[src/rtl/hyb_pkg.sv]
package hyb_pkg;
  typedef enum logic {
    OP_FILL = 1'b0,
    OP_SWAP = 1'b1
  } hyb_op_e;
endpackage

[src/rtl/hyb_rr_bank.sv]
module hyb_rr_bank #(
  parameter int SETS = 16,
  parameter int WAYS = 8,
  parameter logic [WAYS-1:0] MASK = '1,
  localparam int SET_W = $clog2(SETS),
  localparam int WAY_W = $clog2(WAYS)
) (
  input  logic             clk,
  input  logic             rst_n,
  input  logic [SET_W-1:0] set_i,
  input  logic             adv_i,
  output logic [WAY_W-1:0] victim_o
);
  function automatic logic [WAY_W-1:0] next_in_mask(input logic [WAY_W-1:0] cur);
    logic [WAY_W-1:0] r;
    logic found;
    r = cur;
    found = 1'b0;
    for (int i = 1; i <= WAYS; i++) begin
      int c;
      c = (int'(cur) + i) % WAYS;
      if (!found && MASK[c]) begin
        r = WAY_W'(c);
        found = 1'b1;
      end
    end
    return r;
  endfunction

  localparam logic [WAY_W-1:0] FIRST = next_in_mask(WAY_W'(WAYS - 1));

  logic [WAY_W-1:0] ptr_q [SETS];

  always_ff @(posedge clk) begin
    if (!rst_n) begin
      for (int s = 0; s < SETS; s++) ptr_q[s] <= FIRST;
    end else if (adv_i) begin
      ptr_q[set_i] <= next_in_mask(ptr_q[set_i]);
    end
  end

  assign victim_o = ptr_q[set_i];

  // the pointer never leaves its own region
  assert_victim_in_region_R2: assert property (@(posedge clk) disable iff (!rst_n)
    MASK[victim_o]);
endmodule

[src/rtl/hyb_line_state.sv]
module hyb_line_state #(
  parameter int SETS = 16,
  parameter int WAYS = 8,
  localparam int SET_W = $clog2(SETS),
  localparam int WAY_W = $clog2(WAYS)
) (
  input  logic             clk,
  input  logic             rst_n,
  input  logic [SET_W-1:0] set_i,
  input  logic             wa_en,
  input  logic [WAY_W-1:0] wa_way,
  input  logic             wa_valid,
  input  logic             wa_flag,
  input  logic             wb_en,
  input  logic [WAY_W-1:0] wb_way,
  input  logic             wb_valid,
  input  logic             wb_flag,
  output logic [WAYS-1:0]  valid_row,
  output logic [WAYS-1:0]  flag_row
);
  logic [WAYS-1:0] valid_q [SETS];
  logic [WAYS-1:0] flag_q  [SETS];

  always_ff @(posedge clk) begin
    if (!rst_n) begin
      for (int s = 0; s < SETS; s++) begin
        valid_q[s] <= '0;
        flag_q[s]  <= '0;
      end
    end else begin
      if (wa_en) begin
        valid_q[set_i][wa_way] <= wa_valid;
        flag_q[set_i][wa_way]  <= wa_flag;
      end
      if (wb_en) begin
        valid_q[set_i][wb_way] <= wb_valid;
        flag_q[set_i][wb_way]  <= wb_flag;
      end
    end
  end

  assign valid_row = valid_q[set_i];
  assign flag_row  = flag_q[set_i];

  // both update ports never aim at the same line
  assert_ports_disjoint_R8: assert property (@(posedge clk) disable iff (!rst_n)
    (wa_en && wb_en) |-> (wa_way != wb_way));
endmodule

[src/rtl/hyb_cmd_reg.sv]
module hyb_cmd_reg #(
  parameter int SET_W = 4,
  parameter int TAG_W = 20,
  parameter int WAY_W = 3
) (
  input  logic             clk,
  input  logic             rst_n,
  input  logic             load_i,
  input  logic             op_i,
  input  logic [SET_W-1:0] set_i,
  input  logic [TAG_W-1:0] tag_i,
  input  logic [WAY_W-1:0] src_i,
  input  logic [WAY_W-1:0] dst_i,
  input  logic             vv_i,
  input  logic             ready_i,
  output logic             valid_o,
  output logic             op_o,
  output logic [SET_W-1:0] set_o,
  output logic [TAG_W-1:0] tag_o,
  output logic [WAY_W-1:0] src_o,
  output logic [WAY_W-1:0] dst_o,
  output logic             vv_o
);
  always_ff @(posedge clk) begin
    if (!rst_n) begin
      valid_o <= 1'b0;
      op_o    <= 1'b0;
      set_o   <= '0;
      tag_o   <= '0;
      src_o   <= '0;
      dst_o   <= '0;
      vv_o    <= 1'b0;
    end else if (load_i) begin
      valid_o <= 1'b1;
      op_o    <= op_i;
      set_o   <= set_i;
      tag_o   <= tag_i;
      src_o   <= src_i;
      dst_o   <= dst_i;
      vv_o    <= vv_i;
    end else if (ready_i) begin
      valid_o <= 1'b0;
    end
  end

  // a stalled command keeps every field
  assert_cmd_hold_R9: assert property (@(posedge clk) disable iff (!rst_n)
    (valid_o && !ready_i) |=> (valid_o && $stable({op_o, set_o, tag_o, src_o, dst_o, vv_o})));
endmodule

[src/rtl/hyb_place_ctrl.sv]
module hyb_place_ctrl
  import hyb_pkg::*;
#(
  parameter int SETS = 16,
  parameter int WAYS = 8,
  parameter int TAG_W = 20,
  parameter int CNT_W = 16,
  parameter logic [WAYS-1:0] SRAM_MASK = 8'h03,
  localparam int SET_W = $clog2(SETS),
  localparam int WAY_W = $clog2(WAYS)
) (
  input  logic             clk,
  input  logic             rst_n,
  input  logic             req_valid,
  output logic             req_ready,
  input  logic [SET_W-1:0] req_set,
  input  logic [TAG_W-1:0] req_tag,
  input  logic             req_write,
  input  logic             req_hit,
  input  logic [WAY_W-1:0] req_hit_way,
  input  logic             req_promote,
  output logic             cmd_valid,
  input  logic             cmd_ready,
  output logic             cmd_op,
  output logic [SET_W-1:0] cmd_set,
  output logic [TAG_W-1:0] cmd_tag,
  output logic [WAY_W-1:0] cmd_src_way,
  output logic [WAY_W-1:0] cmd_dst_way,
  output logic             cmd_victim_valid,
  input  logic             mig_done,
  output logic [WAYS-1:0]  region_map,
  output logic [CNT_W-1:0] cnt_sram_wr,
  output logic [CNT_W-1:0] cnt_mram_wr,
  output logic [CNT_W-1:0] cnt_mig
);
  logic [WAY_W-1:0] sram_vic, mram_vic;
  logic [WAYS-1:0]  valid_row, flag_row;
  logic             wait_q;
  logic             accept, hit_sram, hit_mram;
  logic             rep_write, promote, do_swap, fill_w, fill_r;
  logic             wr_sram, wr_mram;
  logic             wa_en, wa_valid, wa_flag, wb_en, wb_valid, wb_flag;
  logic [WAY_W-1:0] wa_way, wb_way;
  logic             ld, ld_op, ld_vv;
  logic [WAY_W-1:0] ld_src, ld_dst;

  assign region_map = SRAM_MASK;
  assign req_ready  = !cmd_valid && !wait_q;

  assign accept    = req_valid && req_ready;
  assign hit_sram  = req_hit && SRAM_MASK[req_hit_way];
  assign hit_mram  = req_hit && !SRAM_MASK[req_hit_way];
  assign rep_write = hit_mram && req_write && flag_row[req_hit_way];
  assign promote   = hit_mram && !req_write && req_promote;
  assign do_swap   = accept && (rep_write || promote);
  assign fill_w    = accept && req_write && !req_hit;
  assign fill_r    = accept && !req_write && !req_hit;
  assign wr_sram   = accept && req_write && (hit_sram || !req_hit || rep_write);
  assign wr_mram   = accept && req_write && hit_mram && !rep_write;

  hyb_rr_bank #(.SETS(SETS), .WAYS(WAYS), .MASK(SRAM_MASK)) u_sram_rr (
    .clk(clk), .rst_n(rst_n), .set_i(req_set),
    .adv_i(do_swap || fill_w), .victim_o(sram_vic));

  hyb_rr_bank #(.SETS(SETS), .WAYS(WAYS), .MASK(~SRAM_MASK)) u_mram_rr (
    .clk(clk), .rst_n(rst_n), .set_i(req_set),
    .adv_i(fill_r), .victim_o(mram_vic));

  always_comb begin
    wa_en = 1'b0; wa_way = '0; wa_valid = 1'b0; wa_flag = 1'b0;
    wb_en = 1'b0; wb_way = '0; wb_valid = 1'b0; wb_flag = 1'b0;
    ld = 1'b0; ld_op = OP_FILL; ld_src = '0; ld_dst = '0; ld_vv = 1'b0;
    if (fill_w || fill_r) begin
      ld     = 1'b1;
      ld_dst = fill_w ? sram_vic : mram_vic;
      ld_vv  = valid_row[ld_dst];
      wa_en  = 1'b1; wa_way = ld_dst; wa_valid = 1'b1;
    end else if (do_swap) begin
      ld     = 1'b1;
      ld_op  = OP_SWAP;
      ld_src = req_hit_way;
      ld_dst = sram_vic;
      ld_vv  = valid_row[sram_vic];
      wa_en  = 1'b1; wa_way = sram_vic; wa_valid = 1'b1;
      wb_en  = 1'b1; wb_way = req_hit_way; wb_valid = valid_row[sram_vic];
    end else if (accept && hit_mram) begin
      wa_en    = 1'b1;
      wa_way   = req_hit_way;
      wa_valid = valid_row[req_hit_way];
      wa_flag  = req_write;
    end
  end

  hyb_line_state #(.SETS(SETS), .WAYS(WAYS)) u_state (
    .clk(clk), .rst_n(rst_n), .set_i(req_set),
    .wa_en(wa_en), .wa_way(wa_way), .wa_valid(wa_valid), .wa_flag(wa_flag),
    .wb_en(wb_en), .wb_way(wb_way), .wb_valid(wb_valid), .wb_flag(wb_flag),
    .valid_row(valid_row), .flag_row(flag_row));

  hyb_cmd_reg #(.SET_W(SET_W), .TAG_W(TAG_W), .WAY_W(WAY_W)) u_cmd (
    .clk(clk), .rst_n(rst_n), .load_i(ld), .op_i(ld_op), .set_i(req_set),
    .tag_i(req_tag), .src_i(ld_src), .dst_i(ld_dst), .vv_i(ld_vv),
    .ready_i(cmd_ready), .valid_o(cmd_valid), .op_o(cmd_op), .set_o(cmd_set),
    .tag_o(cmd_tag), .src_o(cmd_src_way), .dst_o(cmd_dst_way), .vv_o(cmd_victim_valid));

  always_ff @(posedge clk) begin
    if (!rst_n) begin
      wait_q      <= 1'b0;
      cnt_sram_wr <= '0;
      cnt_mram_wr <= '0;
      cnt_mig     <= '0;
    end else begin
      if (wait_q) begin
        if (mig_done) wait_q <= 1'b0;
      end else if (cmd_valid && cmd_ready && cmd_op == OP_SWAP) begin
        wait_q <= 1'b1;
      end
      if (wr_sram) cnt_sram_wr <= cnt_sram_wr + 1'b1;
      if (wr_mram) cnt_mram_wr <= cnt_mram_wr + 1'b1;
      if (do_swap) cnt_mig     <= cnt_mig + 1'b1;
    end
  end

  // write miss fills an SRAM way next cycle
  assert_write_fill_sram_R2: assert property (@(posedge clk) disable iff (!rst_n)
    (req_valid && req_ready && req_write && !req_hit) |=>
      (cmd_valid && cmd_op == OP_FILL && SRAM_MASK[cmd_dst_way]));
  // read miss fills an MRAM way next cycle
  assert_read_fill_mram_R3: assert property (@(posedge clk) disable iff (!rst_n)
    (req_valid && req_ready && !req_write && !req_hit) |=>
      (cmd_valid && cmd_op == OP_FILL && !SRAM_MASK[cmd_dst_way]));
  // swaps move from MRAM into SRAM
  assert_swap_regions_R5: assert property (@(posedge clk) disable iff (!rst_n)
    (cmd_valid && cmd_op == OP_SWAP) |-> (SRAM_MASK[cmd_dst_way] && !SRAM_MASK[cmd_src_way]));
  // a fresh swap command comes with a migration count step
  assert_swap_counted_R5: assert property (@(posedge clk) disable iff (!rst_n)
    ($rose(cmd_valid) && cmd_op == OP_SWAP) |-> (cnt_mig != $past(cnt_mig)));
  // no request taken while a command waits
  assert_busy_blocks_R9: assert property (@(posedge clk) disable iff (!rst_n)
    cmd_valid |-> !req_ready);
  // a taken swap stalls requests in the next cycle
  assert_swap_stall_R10: assert property (@(posedge clk) disable iff (!rst_n)
    (cmd_valid && cmd_ready && cmd_op == OP_SWAP) |=> !req_ready);
endmodule

[config.mk]
export PLATFORM = sky130hd
export DESIGN_NAME = hyb_place_ctrl
export DESIGN_NICKNAME = d
export VERILOG_FILES = /design/src/rtl/hyb_pkg.sv /design/src/rtl/hyb_rr_bank.sv /design/src/rtl/hyb_line_state.sv /design/src/rtl/hyb_cmd_reg.sv /design/src/rtl/hyb_place_ctrl.sv
export SDC_FILE = /design/constraint.sdc
export NUM_CORES = 1
export LEC_CHECK = 0
export BUFFER_PORTS_ARGS = -buffer_cell sky130_fd_sc_hd__buf_2
export CAP_MARGIN = 15
export CORE_UTILIZATION = 65
export DETAILED_ROUTE_END_ITERATION = 7
export PLACE_DENSITY = 0.8
export SLEW_MARGIN = 30
export SYNTH_ARGS = -nofsm -noshare
export SYNTH_HDL_FRONTEND = slang
export SYNTH_SLANG_ARGS = --single-unit
[constraint.sdc]
create_clock -name clk -period 8.15 [get_ports clk]
set_clock_uncertainty 0.1 [all_clocks]
set_input_delay 0.815 -clock clk [delete_from_list [all_inputs] [get_ports clk]]
set_output_delay 0.815 -clock clk [all_outputs]
set_load 0.01 [all_outputs]
# Word level (Yosys, flattened, before mapping)
# Memories as Yosys holds them, arrays and structs flattened.
# Cells that the tools add are included.
[word_totals]
ff_bits = 82
ram_bits = 352
rom_bits = 136
in_bits = 35
elab_cells = 363
memories = 21
[mem_list]
columns = ["memory", "depth", "width", "read_ports", "rd_ports_with_merged_regs", "wr", "line", "rtl"]
rows = [
  ["u_state.flag_q", 16, 8, 1, 0, 16, "hyb_line_state.sv:22", "logic [WAYS-1:0] flag_q [SETS];"],
  ["u_state.valid_q", 16, 8, 1, 0, 16, "hyb_line_state.sv:21", "logic [WAYS-1:0] valid_q [SETS];"],
  ["u_mram_rr.ptr_q", 16, 3, 1, 0, 16, "hyb_rr_bank.sv:32", "logic [WAY_W-1:0] ptr_q [SETS];"],
  ["u_sram_rr.ptr_q", 16, 3, 1, 0, 16, "hyb_rr_bank.sv:32", ""],
  ["(no name shown)", 8, 1, 1, 0, 0, "hyb_rr_bank.sv:22", "if (!found && MASK[c]) begin"],
  ["(no name shown)", 8, 1, 1, 0, 0, "hyb_rr_bank.sv:22", ""],
  ["15 more memories", "n/a", "n/a", "n/a", "n/a", "n/a", "n/a", ""],
]
[classes]
n_addsub = 19
order_cmp = 23
muxes = 176
bitwise = 32
n_reduce_logical = 81
[op_table]
columns = ["op", "count"]
rows = [
  ["2-to-1 mux 1 bit", 130],
  ["2-to-1 mux 3 bit", 30],
  ["< comparator 4 x 5 -> 1 bit (second input constant)", 16],
  ["OR reduction 3 bit", 18],
  ["adder 16 x 1 -> 16 bit (second input constant)", 3],
  ["2-to-1 mux 8 bit", 6],
  ["logical AND 1 bit", 35],
  ["adder 3 bit (second input constant)", 8],
  ["zero test 1 bit", 20],
  ["< comparator 3 x 4 -> 1 bit (second input constant)", 5],
  ["AND 1 bit (first input constant)", 16],
  ["2-to-1 mux 4 bit", 4],
  ["OR 1 bit", 16],
  ["OR reduction 8 bit", 2],
  ["adder 3 x 1 -> 3 bit (second input constant)", 4],
  ["adder 3 x 2 -> 3 bit (second input constant)", 4],
  ["binary-select mux 1 bit (select 3 bit)", 4],
  ["demux 1 bit (select 3 bit)", 2],
  ["greater-or-equal comparator 3 x 1 -> 1 bit (second input constant)", 2],
  ["logical OR 1 bit", 5],
  ["nonzero test 2 bit", 1],
]

# Depth between registers and ports, before layout
# Gate-level depths: netlist of the first run.
[depth]
word_depth = 47
mapped_depth = 19
depth_no_buf = 14

# By module
# Synthesis of the first run repeated with hierarchy kept, for this count alone.
[unflattened]
hier_cells = 1832
area_unflattened_um2 = 21974.8
[by_module_without_submodules]
columns = ["module", "instances", "cells_per_inst", "area_each_um2", "seq_area_each_um2"]
rows = [
  ["hyb_line_state", 1, 957, 12632.1, 7687.4],
  ["hyb_place_ctrl", 1, 368, 3000.4, 980.9],
  ["hyb_rr_bank (u_sram_rr)", 1, 213, 2596.2, 1441.4],
  ["hyb_rr_bank (u_mram_rr)", 1, 188, 2468.6, 1441.4],
  ["hyb_cmd_reg", 1, 106, 1277.5, 660.6],
]

# Worst setup path before layout of the first run
# Ideal clock, no wire load.
[synth_timing]
path_kind = "input -> register"
from = "input port req_set[1]"
to = "memory u_sram_rr.ptr_q[10][2], data pin"
setup_ps = 141
arrival_time_ps = 4305
slack_ps = 3604
path_stages = 17
n_path_buf = 5
path_cell_list = "buf_6 buf_6 buf_2 buf_4 mux4_2 mux2_2 o21ai_2 ha_1 o21ai_0 xnor2_1 nand2b_1 nor2_1 xnor2_1 nor2_1 a2111o_1 clkbuf_1 nor2_1"
[synth_rtl]
columns = ["element", "line", "rtl"]
rows = [
  ["start: declaration", "hyb_place_ctrl.sv:16", "input logic [SET_W-1:0] req_set,"],
  ["end: declaration", "hyb_rr_bank.sv:32", ""],
]

==> metrics.md, run 1 <==
| Metric | Value |
|---|---|
| Element type at the critical path start | `input pin` |
| Quantity of I/O buffers inserted on ports | `around 120` |
| Initial drt markers | `about 2100` |
| Number of buffers on the longest clock path | `3` |
| Crit Path Category | `in2reg` |
| Number of vias after detailed routing | `15300` |
| Sink Count | `434` |
| Sw frac | `0.247` |
| Portion of total power attributed to sequential cells | `0.492` |
| Ports placed on the boundary | `125` |
| Initial antenna violation count | `0` |
| Chip Width | `182 microns` |
| Number of setup violations in the final report | `0` |
| Post-synthesis instance area | `0.0211 sq mm` |
| Leftover overflow at the end of global routing | `0` |
| Transition time of the tightest slew-check pin | `1010 ps` |
| Buffers inserted during post-CTS setup optimization | `0` |
| TritonCTS buffer count | `45` |
| Total Neg Setup Slack | `0 ps` |
| Cell taking the most area after synthesis | `edfxtp_1` |
| Net switching power | `1260 uW` |
| Post-DR wirelength/cell | `23.9 microns` |
| Detail-routed via count per cell | `about 6.5` |
| Dpl hpwl | `approximately 36 mm` |
| Synthesized netlist cell count | `1798` |
| # nets final | `1906` |
| Die Y | `around 180 microns` |
| Capturing element type of the critical path | `flop` |
| Combined global-route utilization of all metal layers | `0.341` |
| Critical path peak fanout | `between 60 and 70` |
| TritonCTS clock tree | `built` |
| Std-Cell Rows | `65` |
| Count of endpoints failing hold in the final timing report | `0` |
| Share of flip-flops with an asynchronous set or reset after synthesis | `0` |
| Pre-CTS worst setup slack | `1620 ps` |
| Power density cells | `217 mW/mm^2` |
| Via count of the first global-routing pass | `approximately 15000` |
| Post-detailed-routing wire length | `~56 mm` |
| Internal cell power | `around 3800 uW` |
| Final count of pins violating max slew | `0` |
| Tightest slew margin relative to the limit | `0.322` |
| Proportion of layout cells with a drive suffix above 1 | `0.201` |
| Layout overhead on the synthesized area | `10.5%` |
| Antenna violation net count after detailed routing | `0` |
| Arrival time of the worst setup path | `6020 ps` |
| Most used DFF post-synth | `edfxtp_1` |
| EDFF count, synth | `approximately 350` |
| Share of Yosys cell area claimed by the top area cell type | `0.500` |
| Area of the placeable core | `0.0318 sq mm` |
| Max VDD drop | `158 uV` |
| Static leakage power | `about 0.008 uW` |
| Largest net degree at the start of global routing | `95` |
| Unique cell type count in the Yosys netlist | `74` |
| First-pass GRT wire length | `85.2 mm` |
| Buffer cell driving the clock tree root | `clkbuf_16` |
| YS warnings | `0` |
| Fin worst setup slack | `2260 ps` |
| Die footprint | `0.0333 sq mm` |
| Kind of path behind the tightest hold check | `reg2reg` |
| Gates resized, CTS repair | `0` |
| Reg clk slew, reported paths | `60 ps` |
| Seq cells post-synth | `434` |
| Logic pwr share | `0.108` |
| Data required time at the worst endpoint | `8280 ps` |
| Share of the clock period used by the worst path after layout | `0.723` |
| Initial Utilization | `0.665` |
| Status | `complete, no violations` |
| Global placement routability congestion | `0.909` |
| H-tree lvl count | `2` |
| Max-cap check violation count | `0` |
| Clock network power share | `0.400` |
| Syn Area/Cell | `approximately 12 sq um` |
| Share of synthesized area occupied by flip-flops and latches | `0.577` |
| Shortest clock period the worst path allows after layout | `5890 ps` |
| DRC violations left | `0` |
| RSZ-0062 raised after global routing | `false` |
| Top area cells in the synthesized netlist | `edfxtp_1 (50%), mux4_2 (10%), dfxtp_1 (7.8%), nor2_1 (5.3%), nor3_1 (2.6%)` |
| Drt pass-1 iters | `7` |
| Maximum clock rate | `170 MHz` |
| Hold buffer count at cts | `0` |
| Clock Latency Late Sink | `~570 ps` |
[cell type report]
type                    count  area [sq um]
diodes                      1          2.50
clock buffers              60          1230
clock inverters            24           215
fillers                  2063          8430
inverters                  22          83.8
multi-input cells        1203          8200
flip-flops and latches    434         12200
well taps                 435           544
repair buffers            152           877
[cell usage in the layout (no fill, tap or decap), types with 17 or more instances in the layout]
master,instances
xnor2_1,28
o21ai_0,83
nand4_1,17
nand2_1,116
dfxtp_1,82
conb_1,40
mux2_2,20
mux2i_1,38
edfxtp_1,352
mux4_2,94
a21oi_1,92
nor3_1,109
nand3_1,29
inv_1,18
nor2_1,295
o21ai_1,76
buf_4,38
clkbuf_16,45
buf_2,112
[cell families after synthesis]
logic type                 count (synthesis)  share of synthesized area
xor gates and xnor gates                  41                     0.0170
adders and majority gates                 13                    0.00769
DFF                                      434                      0.577
AOI/OAI and AO/OA                        316                     0.0895
buffers and inverters                    199                     0.0440
other                                      2                   0.000355
muxes                                    153                      0.129
and+or+nand+nor                          640                      0.135
[critical path: stages]
cell and delay (ps):
buf_6 580, buf_4 450, mux4_2 540, o22ai_1 220, nor2_1 80, o22ai_1 300, and2_1 270, nand2_2 150
a221oi_4 450, and2_1 810, nand3_2 710, o21ai_0 520
[routing by layer]
layer	wire length, microns	part of all wire	track usage	up-vias
met2	26600	0.48	0.554	1035
met5	40	0.00072	0	-
met3	6640	0.12	0.0766	204
met4	2650	0.048	0.144	2
li1	-	-	-	6681
met1	19800	0.36	0.446	7329
[Yosys cell counts (39+ instances only)]
cell	count
nand2_1	118
buf_2	39
edfxtp_1	352
dfxtp_1	82
nor3_1	109
nor2_1	296
mux2i_1	39
o21ai_1	76
mux4_2	94
o21ai_0	84
clkbuf_1	108
a21oi_1	92
[power groups by stage]
stage	clock, uW	combinational [uW]	sequential, uW
6_report	2030	549	2500
5_1_grt	2120	582	2500
4_1_cts	2040	533	2500
3_5_place_dp	0	528	2550
3_3_place_gp	0	514	2540
2_1_floorplan	0	384	2540
[registers in the layout, indices dropped and copies added (netlist names), 3 cells and up]
name,cells
u_state.flag_q,128
u_cmd.tag_o,20
u_state.valid_q,128
cnt_mram_wr,16
cnt_mig,16
u_cmd.set_o,4
u_mram_rr.ptr_q,48
u_sram_rr.ptr_q,48
u_cmd.src_o,3
cnt_sram_wr,16
u_cmd.dst_o,3
[worst paths after layout]
path,from,endpoint,slack (ps),depth (start not counted)
max reg2reg,u_state.flag_q[11][1],u_state.valid_q[11][1],3140,9
max,req_set[1],u_state.valid_q[11][1],2260,12
min,u_cmd.tag_o[18],u_cmd.tag_o[18],350,2
min reg2reg,u_cmd.tag_o[18],u_cmd.tag_o[18],350,2
[stage by stage]
| stage | cells | area [sq um] | power (uW) | hold WS (ps) | utilization |
|---|---|---|---|---|---|
| final | 2331 | 23400 | 5080 | 346 | 0.735 |
| after global routing | 2330 | 23400 | 5210 | 374 | 0.735 |
| after CTS | 2329 | 23300 | 5070 | 349 | 0.734 |
| after detailed placement | 2245 | 21900 | 3070 | 341 | 0.688 |
| after global placement | 2245 | 21900 | 3050 | 336 | 0.688 |
| after floorplan | 1836 | 21300 | 2920 | 376 | - |
Power figures use the tool's default switching activity.
==> run 2: changes to the inputs <==
--- a/config.mk
+++ b/config.mk
@@ -7,9 +7,9 @@
 export LEC_CHECK = 0
 export BUFFER_PORTS_ARGS = -buffer_cell sky130_fd_sc_hd__buf_2
 export CAP_MARGIN = 15
-export CORE_UTILIZATION = 65
+export CORE_UTILIZATION = 61
 export DETAILED_ROUTE_END_ITERATION = 7
-export PLACE_DENSITY = 0.8
+export PLACE_DENSITY = 0.76
 export SLEW_MARGIN = 30
 export SYNTH_ARGS = -nofsm -noshare
 export SYNTH_HDL_FRONTEND = slang
==> constraint.sdc (replaced) <==
create_clock -name clk -period 5.8 [get_ports clk]
set_clock_uncertainty 0.1 [all_clocks]
set_input_delay 0.58 -clock clk [delete_from_list [all_inputs] [get_ports clk]]
set_output_delay 0.58 -clock clk [all_outputs]
set_load 0.01 [all_outputs]
==> run 2 against run 1 <==
  * Utilization decreased by 4.1 points
  * Final cell count increased by 1.1%
  * Critical endpoint is now u_state.valid_q[1][5]
  * Sequential share of layout area decreased by 0.14 points
  * Power increased by 39%
  * Highest routed layer is now met4
  * Sequential power increased by 40%
==> metrics.md, run 2 (synthesis results as in run 1) <==
| Metric | Value |
|---|---|
| Maximum clock rate | `213 MHz` |
| Most common cell after layout, fill and taps aside | `edfxtp_1` |
| Tot Pwr | `7050 uW (+39%)` |
| Antenna violation net count after detailed routing | `0 (unchanged)` |
| Worst setup path endpoint | `u_state.valid_q[1][5]` |
| Initial Utilization | `0.626 (-0.0391)` |
| Placed Cells incl. Taps | `2273 (+1.2%)` |
| Endpoint of the lowest-slack register-to-register path | `u_state.valid_q[5][1]` |
| Transition time of the tightest slew-check pin | `1040 ps (+29.1 ps)` |
| Leftover overflow at the end of global routing | `0 (unchanged)` |
| Number of buffers on the longest clock path | `3 (unchanged)` |
| Sink Count | `434 (unchanged)` |
| # nets final | `1920 (+0.73%)` |
| Initial drt markers | `1793 (-15%)` |
| Met3 wirelength from detailed routing | `6.15 mm (-7.4%)` |
| Quantity of I/O buffers inserted on ports | `116 (unchanged)` |
| Arrival time of the worst setup path | `4980 ps (-1040 ps)` |
| Global placement routability congestion | `0.937 (+3.0%)` |
| Largest net degree at the start of global routing | `87 (-8.4%)` |
| Number of vias after detailed routing | `15100 (-0.81%)` |
| Post-detailed-routing wire length | `54.9 mm (-1.5%)` |
| Cell family with most CP delay | `compound AO/OA/AOI/OAI gates` |
| Reg clk slew, reported paths | `60 ps (about the same)` |
| Number of inserted filler cells in the final layout | `2359 (+14%)` |
| Die footprint | `0.0354 sq mm (+6.5%)` |
| Post-route met1 wirelength | `20.2 mm (+2.0%)` |
| DRC violations left | `0 (unchanged)` |
| Detail-routed via count per cell | `6.42 (-1.9%)` |
| Layout overhead on the synthesized area | `10.8%` |
| RSZ-0062 raised after global routing | `false` |
| TritonCTS clock tree | `built` |
| Filler-free cell count of the finished design | `2357 (+1.1%)` |
| Chip Width | `188 microns (+3.2%)` |
| Combined global-route utilization of all metal layers | `0.313 (-0.0281)` |
| Initial antenna violation count | `0 (unchanged)` |
| Post-DR wirelength/cell | `23.3 microns (-2.6%)` |
| Critical path peak fanout | `40 (-38%)` |
| Power density cells | `301 mW/mm^2 (+38%)` |
| Capturing element type of the critical path | `flop` |
| Dpl hpwl | `35.8 mm (+0.62%)` |
| Crit Path Category | `in2reg` |
| Shortest clock period the worst path allows after layout | `roughly 4700 ps` |
| Crit-path slowest cell | `a311oi_1` |
| Gates resized, CTS repair | `0 (unchanged)` |
| WL met2 | `26.3 mm (-0.98%)` |
| Buffer cell driving the clock tree root | `clkbuf_16` |
| Proportion of layout cells with a drive suffix above 1 | `0.207 (+0.00586)` |
| Highest metal layer with signal wires | `met4` |
| Final count of pins violating max slew | `0 (unchanged)` |
| Clock Latency Late Sink | `580 ps (about the same)` |
| Area of the placeable core | `0.0338 sq mm (+6.2%)` |
| Area taken by flip-flops and latches | `0.0122 sq mm (unchanged)` |
| Slack of the worst reg-to-reg path | `1530 ps (-1610 ps)` |
| Kind of path behind the tightest hold check | `in2reg` |
| Final Core Density | `0.694 (-0.0413)` |
| Count of endpoints failing hold in the final timing report | `0 (unchanged)` |
| Max-cap check violation count | `0 (unchanged)` |
| Worst reg2reg path startpoint | `u_state.flag_q[9][3]` |
| Area occupied by multi-input gates | `0.00819 sq mm (-0.12%)` |
| Source of the critical timing path | `req_set[0]` |
| Buf+Inv Stages, Crit Path | `2 (unchanged)` |
| First-pass GRT wire length | `84.1 mm (-1.3%)` |
| Cell repeated most along the worst path | `buf_4` |
| Critical Path Stages | `11 (-1)` |
| Number of setup violations in the final report | `0 (unchanged)` |
| Worst reg2reg path depth | `10 (+1)` |
| Tightest slew margin relative to the limit | `0.303 (-0.0192)` |
| Max stage delay on crit path | `650 ps (-160 ps)` |
| Biggest registers after layout | `u_state.flag_q (128), u_state.valid_q (128)` |
| Via count of the first global-routing pass | `14500 (-2.2%)` |
| Top library cells by usage in the layout, fill and taps aside | `edfxtp_1 (352), nor2_1 (295), nand2_1 (116)` |
| Data required time at the worst endpoint | `6090 ps (-2190 ps)` |
| Total Neg Setup Slack | `0 ps (unchanged)` |
| Static leakage power | `0.00798 uW (+0.35%)` |
| Drt pass-1 iters | `6 (-1)` |
| Chain of cells forming the critical path | `buf_4, buf_4, mux4_2, a211oi_2, o211ai_1, o31a_1, a311oi_1, nor3_1, and3b_1, nand4_2, a21oi_1` |
| TritonCTS buffer count | `45 (unchanged)` |
| Buffers inserted during post-CTS setup optimization | `0 (unchanged)` |
| H-tree lvl count | `2 (unchanged)` |
| Share of the clock period used by the worst path after layout | `0.808` |
| Std-Cell Rows | `67 (+3.1%)` |
| Ports placed on the boundary | `125 (unchanged)` |
| Antenna diodes | `0 (-1)` |
| Max VDD drop | `244 uV (+55%)` |
| Status | `complete, no violations` |
| Die Y | `188 microns (+3.2%)` |
| Element type at the critical path start | `input pin` |
| Hold buffer count at cts | `0 (unchanged)` |
==> run 2: worst reg2reg max path, stage by stage (launching register included) <==
cell      delay (ps)
edfxtp_1         380
mux4_2           470
mux4_2           530
nor2_1           290
o31ai_1          170
nor3_2           230
buf_4            210
o21ai_1          120
a21oi_4          350
nand3_2          550
o21ai_0          550
==> run 2: per-stage QoR <==
step	setup slack, ps	hold slack, ps	area (sq um)
after floorplan	1490	376	21300
after global placement	735	334	22000
after detailed placement	591	340	22000
after CTS	1170	151	23400
after global routing	847	169	23400
final	1110	160	23400
==> run 2: layer usage <==
layer,track usage,vias up
met2,0.505,944
met4,0.126,0
met5,0,-
met1,0.416,7334
li1,-,6690
met3,0.0650,160
==> run 2: how the worst min path moves through the flow <==
stage | startpoint | end | slack, ps | depth (start not counted)
2_1_floorplan | u_cmd.tag_o[0] | u_cmd.tag_o[0] | 380 | 2
6_report | req_tag[0] | u_cmd.tag_o[0] | 160 | 3
5_1_grt | req_tag[6] | u_cmd.tag_o[6] | 170 | 3
4_1_cts | req_tag[6] | u_cmd.tag_o[6] | 150 | 3
3_3_place_gp | u_cmd.tag_o[10] | u_cmd.tag_o[10] | 330 | 2
3_5_place_dp | u_cmd.tag_o[0] | u_cmd.tag_o[0] | 340 | 2
==> run 2: area by class of cell <==
class | instances | area share
sequential | 434 | 0.521
clock inverter | 31 | 0.0106
tap | 448 | 0.0239
multi-input combinational | 1203 | 0.350
clock buffer | 53 | 0.0493
timing repair buffer | 166 | 0.0419
inverter | 22 | 0.00358
==> run 2: power breakdown <==
part / leakage [uW] / internal, uW / total [uW] / switching (uW)
registers: 0.00419 / 3470 / 3510 / 40.4
logic: 0.00311 / 268 / 771 / 503
clock network: 0.000679 / 1530 / 2770 / 1240
total: 0.00798 / 5270 / 7050 / 1780
